<file path="config.mk">
export PLATFORM = sky130hd
export DESIGN_NAME = crtc_addr_regfile
export DESIGN_NICKNAME = d
export VERILOG_FILES = /design/src/rtl/crtc_addr_pkg.sv /design/src/rtl/crtc_blank_cmp.sv /design/src/rtl/crtc_target_decode.sv /design/src/rtl/crtc_addr_reg.sv /design/src/rtl/crtc_addr_regfile.sv
export SDC_FILE = /design/constraint.sdc
export NUM_CORES = 1
export LEC_CHECK = 0
export ABC_AREA = 1
export BUFFER_PORTS_ARGS = -buffer_cell sky130_fd_sc_hd__buf_2
export CORE_ASPECT_RATIO = 0.6
export CORE_MARGIN = 4
export CORE_UTILIZATION = 40
export DETAILED_ROUTE_END_ITERATION = 10
export PLACE_DENSITY = 0.8
export SETUP_SLACK_MARGIN = 0.02
export SLEW_MARGIN = 40
export SYNTH_ARGS = -nofsm -noshare
export SYNTH_HDL_FRONTEND = slang
export SYNTH_SLANG_ARGS = --single-unit
</file>
<file path="constraint.sdc">
create_clock -name clk -period 1.4 [get_ports clk]
set_clock_uncertainty 0.1 [all_clocks]
set_input_delay 0 -clock clk [delete_from_list [all_inputs] [get_ports clk]]
set_output_delay 0 -clock clk [all_outputs]
set_load 0.1 [all_outputs]
</file>
<file path="src/rtl/crtc_addr_pkg.sv">
package crtc_addr_pkg;
  parameter int ADDR_W = 12;
  parameter int LINE_W = 9;
  parameter int NREGS  = 3;

  typedef enum logic [1:0] {
    SEL_NONE = 2'd0,
    SEL_TOP  = 2'd1,
    SEL_ROW  = 2'd2,
    SEL_CUR  = 2'd3
  } sel_e;

  // Index of each register in the bank.
  localparam int IDX_TOP = 0;
  localparam int IDX_ROW = 1;
  localparam int IDX_CUR = 2;
endpackage

</file>
<file path="src/rtl/crtc_blank_cmp.sv">
module crtc_blank_cmp #(
  parameter int LINE_W = 9
) (
  input  logic [LINE_W-1:0] line_i,
  input  logic [LINE_W-1:0] limit_i,
  output logic              blank_o
);
  // Unsigned compare: at or past the visible count means blanking.
  always_comb begin
    blank_o = (line_i >= limit_i);
  end
endmodule

</file>
<file path="src/rtl/crtc_target_decode.sv">
module crtc_target_decode
  import crtc_addr_pkg::*;
#(
  parameter int NR = 3
) (
  input  logic          clk,
  input  logic          rst_n,
  input  logic          valid_i,
  input  logic [1:0]    sel_i,
  input  logic          blank_i,
  output logic [NR-1:0] en_o
);
  always_comb begin
    en_o = '0;
    if (valid_i) begin
      unique case (sel_e'(sel_i))
        SEL_TOP: en_o[IDX_TOP] = 1'b1;
        SEL_ROW: begin
          if (blank_i) en_o[IDX_TOP] = 1'b1;
          else         en_o[IDX_ROW] = 1'b1;
        end
        SEL_CUR: en_o[IDX_CUR] = 1'b1;
        default: en_o = '0;
      endcase
    end
  end


  en_onehot_chk: assert property (@(posedge clk) disable iff (!rst_n)
    $onehot0(en_o));


  sel_none_idle_chk: assert property (@(posedge clk) disable iff (!rst_n)
    (sel_i == 2'd0) |-> (en_o == '0));
endmodule

</file>
<file path="src/rtl/crtc_addr_reg.sv">
module crtc_addr_reg #(
  parameter int W = 12
) (
  input  logic         clk,
  input  logic         rst_n,
  input  logic         en_i,
  input  logic [W-1:0] d_i,
  output logic [W-1:0] q_o
);
  always_ff @(posedge clk) begin
    if (!rst_n)    q_o <= '0;
    else if (en_i) q_o <= d_i;
  end


  reg_load_chk: assert property (@(posedge clk) disable iff (!rst_n)
    en_i |=> (q_o == $past(d_i)));


  reg_hold_chk: assert property (@(posedge clk) disable iff (!rst_n)
    !en_i |=> $stable(q_o));
endmodule

</file>
<file path="src/rtl/crtc_addr_regfile.sv">
module crtc_addr_regfile
  import crtc_addr_pkg::*;
#(
  parameter int AW = ADDR_W,
  parameter int LW = LINE_W
) (
  input  logic          clk,
  input  logic          rst_n,
  input  logic          ld_valid,
  input  logic [1:0]    ld_sel,
  input  logic [AW-1:0] ld_addr,
  input  logic [LW-1:0] scan_line,
  input  logic [LW-1:0] vis_lines,
  output logic [AW-1:0] page_top,
  output logic [AW-1:0] row_base,
  output logic [AW-1:0] cursor_pos
);
  localparam int NR = NREGS;

  logic          in_blank;
  logic [NR-1:0] load_en;
  logic [AW-1:0] bank_q [NR];

  crtc_blank_cmp #(.LINE_W(LW)) blank_i (
    .line_i  (scan_line),
    .limit_i (vis_lines),
    .blank_o (in_blank)
  );

  crtc_target_decode #(.NR(NR)) dec_i (
    .clk     (clk),
    .rst_n   (rst_n),
    .valid_i (ld_valid),
    .sel_i   (ld_sel),
    .blank_i (in_blank),
    .en_o    (load_en)
  );

  for (genvar g = 0; g < NR; g++) begin : g_bank
    crtc_addr_reg #(.W(AW)) reg_i (
      .clk   (clk),
      .rst_n (rst_n),
      .en_i  (load_en[g]),
      .d_i   (ld_addr),
      .q_o   (bank_q[g])
    );
  end

  assign page_top   = bank_q[IDX_TOP];
  assign row_base   = bank_q[IDX_ROW];
  assign cursor_pos = bank_q[IDX_CUR];


  row_visible_chk: assert property (@(posedge clk) disable iff (!rst_n)
    (ld_valid && ld_sel == 2'd2 && scan_line < vis_lines)
      |=> (row_base == $past(ld_addr)) && $stable(page_top));


  row_redirect_chk: assert property (@(posedge clk) disable iff (!rst_n)
    (ld_valid && ld_sel == 2'd2 && scan_line >= vis_lines)
      |=> (page_top == $past(ld_addr)) && $stable(row_base));


  cursor_load_chk: assert property (@(posedge clk) disable iff (!rst_n)
    (ld_valid && ld_sel == 2'd3)
      |=> (cursor_pos == $past(ld_addr)) && $stable(page_top) && $stable(row_base));


  sel_none_hold_chk: assert property (@(posedge clk) disable iff (!rst_n)
    (ld_sel == 2'd0)
      |=> $stable(page_top) && $stable(row_base) && $stable(cursor_pos));


  idle_hold_chk: assert property (@(posedge clk) disable iff (!rst_n)
    !ld_valid |=> $stable(page_top) && $stable(row_base) && $stable(cursor_pos));
endmodule

</file>
Yosys cells after proc, flatten, opt, wreduce, memory -nomap -nowiden --
Index checks and enable logic that the tools add are counted.
Operators by class: magnitude comparators 1, eq/ne operators 3, mux-type cells 6
Operators with widths (number):
- greater-or-equal comparator 9 bit | 1
- equality test 2 bit, second input constant | 2
- two-way mux 1 bit | 4
- two-way mux 3 bit | 1
- equality test 2 x 1 -> 1 bit, second input constant | 1
- one-hot mux 1 bit (2 select lines) | 1
Word-level totals: register bits after elaboration 36, input port bits 35, output and inout port bits 36, word-level logic and storage cells 13

Logic depth before layout (Yosys ltp) --
Gate-level depths: netlist of the first run.
word-level depth 4, depth in mapped cells 14

Cells and area by module --
A second synthesis of the first run with hierarchy kept.
Unflattened totals: cells, all modules 280, area total of the unflattened synthesis 1824.2 um^2
Modules (own cells, without submodules):
- crtc_addr_reg | times used 3, cells each 75, area each 493.0 um^2
- crtc_blank_cmp | times used 1, cells each 41, area each 261.5 um^2
- crtc_target_decode | times used 1, cells each 14, area each 83.8 um^2

Worst setup path before layout of the first run --
OpenSTA, ideal clock, no wires.
path kind register -> register, from reg, netlist name g_bank[2].reg_i.q_o[0], to reg g_bank[2].reg_i.q_o[0], arrival 1.245 ns, required time 1.229 ns, setup slack -0.016 ns, stages on the path, launching flop included 3, path buffers 0, cells stage by stage dfxtp_1 -> o21ai_0 -> a21oi_1
RTL lines:
- to (signal assigned) | RTL line crtc_addr_reg.sv:12 | else if (en_i) q_o <= d_i;
- to (decl) | RTL line crtc_addr_reg.sv:8 | output logic [W-1:0] q_o

Worst setup path after layout of the first run --
from in vis_lines[4], to reg g_bank[1].reg_i.q_o[0]
Between the ends: cells in the longest elaborated chain, start to end 4
RTL lines:
- from (decl) | RTL line crtc_addr_regfile.sv:13 | input logic [LW-1:0] vis_lines,
- greater-or-equal comparator 9 bit | RTL line crtc_blank_cmp.sv:10 | blank_o = (line_i >= limit_i);
- two-way mux 1 bit | RTL line crtc_target_decode.sv:19 | if (blank_i) en_o[IDX_TOP] = 1'b1;
- two-way mux 1 bit | RTL line crtc_target_decode.sv:16 | unique case (sel_e'(sel_i))
- two-way mux 3 bit | RTL line crtc_target_decode.sv:15 | if (valid_i) begin
- to (signal assigned) | RTL line crtc_addr_reg.sv:12
- to (decl) | RTL line crtc_addr_reg.sv:8
No other way between the ends. A chain may end at the register's enable or synchronous reset.

==> impl_results.md, run 1 <==
* Outcome: completed
* Post-synthesis mux area share at 0
* Final-layout fill cell count at about 370
* Initial antenna violation count at 0
* Register area share after synthesis at 0.414
* Largest family of logic cells by synthesized area: simple AND/OR/NAND/NOR gates
* Initial detailed-routing violation count at 101
* Post-Synth XOR/XNOR Area at 0
* Routed vias/inst at between 4 and 5
* Clock root cell: clkbuf_8
* WL met2 at 2560 um
* Largest net degree at the start of global routing at 35
* Total gr overflow at 0
* Largest regs: g_bank.reg_i.q_o: 36 flops
* Tot Pwr at roughly 2.8 mW
* Compound-cell area share of the yosys netlist at 0.114
* Syn Area/Cell at between 6 and 7 um^2
* Max FFs per register at 36
* Max Clk Rate at 754 MHz
* Via count at between 1500 and 2000
* Most frequent cells in the layout: 70 x buf_2, 48 x nand2_1, 44 x inv_1, 37 x nor2_1, 24 x dfxtp_1
* Fin crit share at 0.948
* DR pass1 iterations at 5
* Clock Path Buffers at 2
* CTS sink cnt at 36
* Clock transition at path regs at ~0.07 ns
* # diodes at 0
* Yosys warns at 0
* Wire per inst at 13.1 um
* Final WS setup at between 0.07 and 0.08 ns
* Post-synthesis adder-cell area fraction at 0.0863
* Top reg by flops: g_bank.reg_i.q_o
* Worst setup SP type: primary input
* Minimum hold slack at approximately 0.11 ns
* CORE AREA at approximately 4100 um^2
* Leakage at 1.42 nW
* Final setup fails at 0
* Syn nets at 298
* Placed insts at about 380
* Vias in the first global route at approximately 1700
* HP Class: primary input to flop
* DIE WIDTH at 93.2 um
* Post-DRT Antenna Nets at 0
* Critical path class: primary input to flop
* VDD IR max at 541 uV
* Commonest non-fill, non-tap cell in the layout: buf_2
* Post-Synth Simple-Gate Area at 0.255
* Later-pin clock latency in the skew report at 0.29 ns
* Worst Setup End Kind: flop
* Setup Fix Bufs, Post-CTS at 0
* Dpl ws at -0.220 ns
* IO Pins at 71
* Mapped Cells at 251
* CP Max Fanout at 10
* Max-Cap Viols at 0
* Yosys cell types at 16
* CP arrival at 1.41 ns
* Final hold vios at 0
* WL met3 at slightly above 400 um
* GPL Wtd Cong at between 0.7 and 0.8
* WP data required at 1.48 ns
* Total Routed Length at around 5200 um
* Area Growth Syn to Fin at 53.1%
* Total track usage at 0.166
* Worst-Margin Slew at 0.684 ns
* I/O Buffers at 70
* Non-Filler Instances at 399
* Nets@finish at 385
* CTS Buf Count at 5
* DR DRC count at 0
* Mapped Area at roughly 1700 um^2
* FP Rows at 18
* Global-route wire length before repair at approximately 7000 um
* Die height at ~59 um
* Pwr per Cell Area at between 1000 and 1500 nW/um^2
* Yosys reg bits at 36
* DPL Wire Length at around 3300 um
* Uppermost routed layer: met4
* Post-layout min period at about 1.3 ns
* Starting Density at 0.420
* CTS tree: done
* Met1 Wirelength at 2170 um
* Die ar. at 5500 um^2
* Slew Limit Fails at 0
* Relative slew slack at 0.543
* CTS H-tree lvls at 2
* Layout cells sized above 1 at 0.372
logic make-up (layout without fill, tap and decap cells):
kind of cell / count (synthesis) / in the layout
compound gates: 38 / 38
simple gates: 109 / 112
fa+ha+maj: 12 / 12
buf+inv: 56 / 141
flops: 36 / 36
stage by stage:
stage / instance area [um^2] / util / TNS [ns]
2_1_floorplan: 1760 / - / 0
3_3_place_gp: 2190 / 0.528 / -3.47
3_5_place_dp: 2190 / 0.528 / -4.18
4_1_cts: 2400 / 0.580 / 0
5_1_grt: 2660 / 0.643 / -0.150
6_report: 2660 / 0.643 / 0
where the power goes:
group / leakage [nW] / internal (mW) / switching [mW] / total (mW)
clock: 0.0445 / 0.400 / 0.371 / 0.771
combinational: 1.07 / 0.237 / 0.667 / 0.904
sequential: 0.299 / 1.08 / 0.0274 / 1.11
path summary, 6_finish.rpt:
kind	slack [ns]	depth (start not counted)	startpoint	end
setup / recovery	0.07	11	vis_lines[4]	g_bank[1].reg_i.q_o[0]
hold reg to reg	0.39	2	g_bank[0].reg_i.q_o[6]	g_bank[0].reg_i.q_o[6]
hold / removal	0.11	3	rst_n	g_bank[1].reg_i.q_o[2]
setup reg to reg	0.56	2	g_bank[2].reg_i.q_o[0]	g_bank[2].reg_i.q_o[0]
layout make-up:
class | count | area (um^2) | share of cell area
Clock inverter | 1 | 7.51 | 0.00282
Inverter | 44 | 165 | 0.0620
Sequential cell | 36 | 736 | 0.276
Multi-Input combinational cell | 162 | 1030 | 0.386
Clock buffer | 7 | 86.3 | 0.0324
Timing Repair Buffer | 89 | 566 | 0.212
Tap cell | 60 | 75.1 | 0.0282
synthesized netlist by cell type (all sizes together):
cell type  count  share of area
a21oi         26          0.079
buf            5          0.021
clkbuf         7          0.015
dfxtp         36           0.41
ha            12          0.086
inv           44          0.095
nand2         54           0.12
nand3         13          0.037
nand4          1         0.0072
nor2          41          0.088
o21ai         12          0.035
repair_timing:
action,4_1_cts,5_1_grt
endpoints found under the setup margin,0,24
hold buffers,12,0
resized for setup,0,31
endpoints found under the hold margin,36,0
critical path, stage by stage:
cell and delay (ns):
buf_2 0.10, inv_1 0.09, ha_4 0.21, a21oi_1 0.17, nand3_1 0.11, nand2_2 0.09, buf_4 0.12, nand4_4 0.13
clkbuf_16 0.21, nor2_1 0.11, nor2_1 0.07
metal layers:
layer / up-vias / GRT usage
met1: 824 / 0.193
li1: 944 / -
met5: - / 0
met4: 0 / 0.0647
met3: 8 / 0.0546
met2: 62 / 0.288
(Power assumes the default switching activity.)
==> inputs of run 2 (changes only) <==
--- a/config.mk
+++ b/config.mk
@@ -9,9 +9,9 @@
 export BUFFER_PORTS_ARGS = -buffer_cell sky130_fd_sc_hd__buf_2
 export CORE_ASPECT_RATIO = 0.6
 export CORE_MARGIN = 4
-export CORE_UTILIZATION = 40
+export CORE_UTILIZATION = 43
 export DETAILED_ROUTE_END_ITERATION = 10
-export PLACE_DENSITY = 0.8
+export PLACE_DENSITY = 0.84
 export SETUP_SLACK_MARGIN = 0.02
 export SLEW_MARGIN = 40
 export SYNTH_ARGS = -nofsm -noshare
==> impl_results.md, run 2 (synthesized netlist as in run 1, its figures left out) <==
* Outcome: completed (unchanged)
* Clock root cell: clkbuf_8 (unchanged)
* Total Routed Length at 4870 um (was 5210 um)
* DR DRC count at 0 (unchanged)
* DPL Wire Length at 3220 um (was 3250 um)
* GPL Wtd Cong at 0.797 (was 0.770)
* Die height at 57.3 um (was 59.1 um)
* CTS H-tree lvls at 2 (unchanged)
* Post-layout min period at 1.38 ns (was 1.33 ns)
* I/O Buffers at 70 (unchanged)
* Initial detailed-routing violation count at 78 (was 101)
* # diodes at 0 (unchanged)
* Most frequent cells in the layout: 70 x buf_2, 48 x nand2_1, 40 x inv_1, 37 x nor2_1, 24 x dfxtp_1 (was 70 x buf_2, 48 x nand2_1, 44 x inv_1, 37 x nor2_1, 24 x dfxtp_1)
* RSZ-0062 raised after global routing: true
* Layout cells sized above 1 at 0.357 (was 0.372)
* Top reg by flops: g_bank.reg_i.q_o (unchanged)
* Largest regs: g_bank.reg_i.q_o: 36 flops (unchanged)
* DIE WIDTH at 90.1 um (was 93.2 um)
* Total track usage at 0.177 (was 0.166)
* Non-Filler Instances at 383 (was 399)
* VDD IR max at 499 uV (was 541 uV)
* Setup TNS at 0 ns (unchanged)
* Max-Cap Viols at 0 (unchanged)
* Max FFs per register at 36 (unchanged)
* Pwr per Cell Area at 1050 nW/um^2 (was 1040 nW/um^2)
* Worst Setup End Kind: flop (unchanged)
* Placed insts at 362 (was 375)
* Global-route wire length before repair at 7460 um (was 7180 um)
* Critical path class: primary input to flop (unchanged)
* HP Class: primary input to flop (unchanged)
* FP Rows at 17 (was 18)
* Area Growth Syn to Fin at 45.9% (was 53.1%)
* Vias in the first global route at 1690 (was 1727)
* DR pass1 iterations at 4 (was 5)
* CTS tree: done (unchanged)
* CORE AREA at 3790 um^2 (was 4140 um^2)
* IO Pins at 71 (unchanged)
* CP Max Fanout at 10 (unchanged)
* Final setup fails at 0 (unchanged)
* CTS Buf Count at 5 (unchanged)
* Wire per inst at 12.7 um (was 13.1 um)
* Fin crit share at 0.985 (was 0.948)
* WP data required at 1.49 ns (was 1.48 ns)
* CP arrival at 1.47 ns (was 1.41 ns)
* Via count at 1814 (was 1838)
* Commonest non-fill, non-tap cell in the layout: buf_2 (unchanged)
* Starting Density at 0.460 (was 0.420)
* Tot Pwr at 2.66 mW (was 2.78 mW)
* Worst-Margin Slew at 0.603 ns (was 0.684 ns)
* Routed vias/inst at 4.74 (was 4.61)
* Post-DRT Antenna Nets at 0 (unchanged)
* Leakage at 1.39 nW (was 1.42 nW)
* Initial antenna violation count at 0 (unchanged)
* CTS sink cnt at 36 (unchanged)
* Die ar. at 5160 um^2 (was 5500 um^2)
* Later-pin clock latency in the skew report at 0.28 ns (was 0.29 ns)
* Clock Path Buffers at 2 (unchanged)
* Slew Limit Fails at 0 (unchanged)
* Clock transition at path regs at 0.08 ns (was 0.07 ns)
* Nets@finish at 383 (was 385)
* Max Clk Rate at 725 MHz (was 754 MHz)
* Worst setup SP type: primary input (unchanged)
* Final hold vios at 0 (unchanged)
* Relative slew slack at 0.598 (was 0.543)
* Largest net degree at the start of global routing at 33 (was 35)
* Total gr overflow at 0 (unchanged)
-- run 2: changes by cell type in the layout (fill, tap and decap cells not counted), moves of 2 or more --
cell	before	now
a21oi_1	18	23
nand2_8	5	1
inv_1	44	40
nand2_2	3	5
a21oi_2	8	3
inv_2	0	4
-- run 2: final cells by class --
cell class | instances | area [um^2]
clock buffer | 6 | 72.6
sequential | 36 | 736
inverter | 44 | 165
fill | 321 | 1250
timing repair buffer | 90 | 594
tap | 47 | 58.8
clock inverter | 1 | 5.00
multi-input combinational | 159 | 908
-- run 2: report_power, final --
group	switching [mW]	internal [mW]
Clock	0.351	0.338
Sequential	0.0283	1.08
Combinational	0.633	0.226
-- run 2: metal layers --
metal  up-vias  global-route usage  routed length (um)
li1        931                   -                   -
met1       789               0.221                2090
met2        81               0.292                2270
met3        13              0.0619                 401
met4         0              0.0523                 113
met5         -                   0                   0
-- run 2: worst max-delay path: stages --
cell and delay, ns:
buf_2 0.10, inv_2 0.04, ha_4 0.27, nand2_2 0.07
nor2_2 0.15, inv_1 0.05, nor2_1 0.10, nor2_1 0.07
buf_4 0.14, nand4_4 0.13, clkbuf_16 0.19, nand2_1 0.06
nand2_1 0.06, nor2_1 0.04
-- run 2: per-stage QoR --
stage	utilization	hold slack, ns	worst slack (ns)	cell area (um^2)
floorplan	-	0.0349	0.0226	1760
global placement	0.574	0.141	-0.184	2170
detailed placement	0.574	0.152	-0.246	2170
CTS	0.627	0.0873	0.0472	2370
global route	0.671	0.121	-0.0573	2540
finish	0.671	0.0960	0.0208	2540
-- run 2: final timing paths --
| check | start | endpoint | slack, ns | cells after the start |
|---|---|---|---|---|
| setup reg to reg | g_bank[2].reg_i.q_o[4] | g_bank[2].reg_i.q_o[4] | 0.59 | 2 |
| setup / recovery | vis_lines[4] | g_bank[1].reg_i.q_o[3] | 0.02 | 14 |
| hold reg to reg | g_bank[0].reg_i.q_o[8] | g_bank[0].reg_i.q_o[8] | 0.38 | 2 |
| hold / removal | rst_n | g_bank[1].reg_i.q_o[0] | 0.1 | 3 |
-- run 2: what timing repair did --
item,4_1_cts,5_1_grt
resized for setup,0,21
setup buffers,0,0
endpoints found under the hold margin,35,0
hold buffers,12,0
setup endpoints to repair,0,24
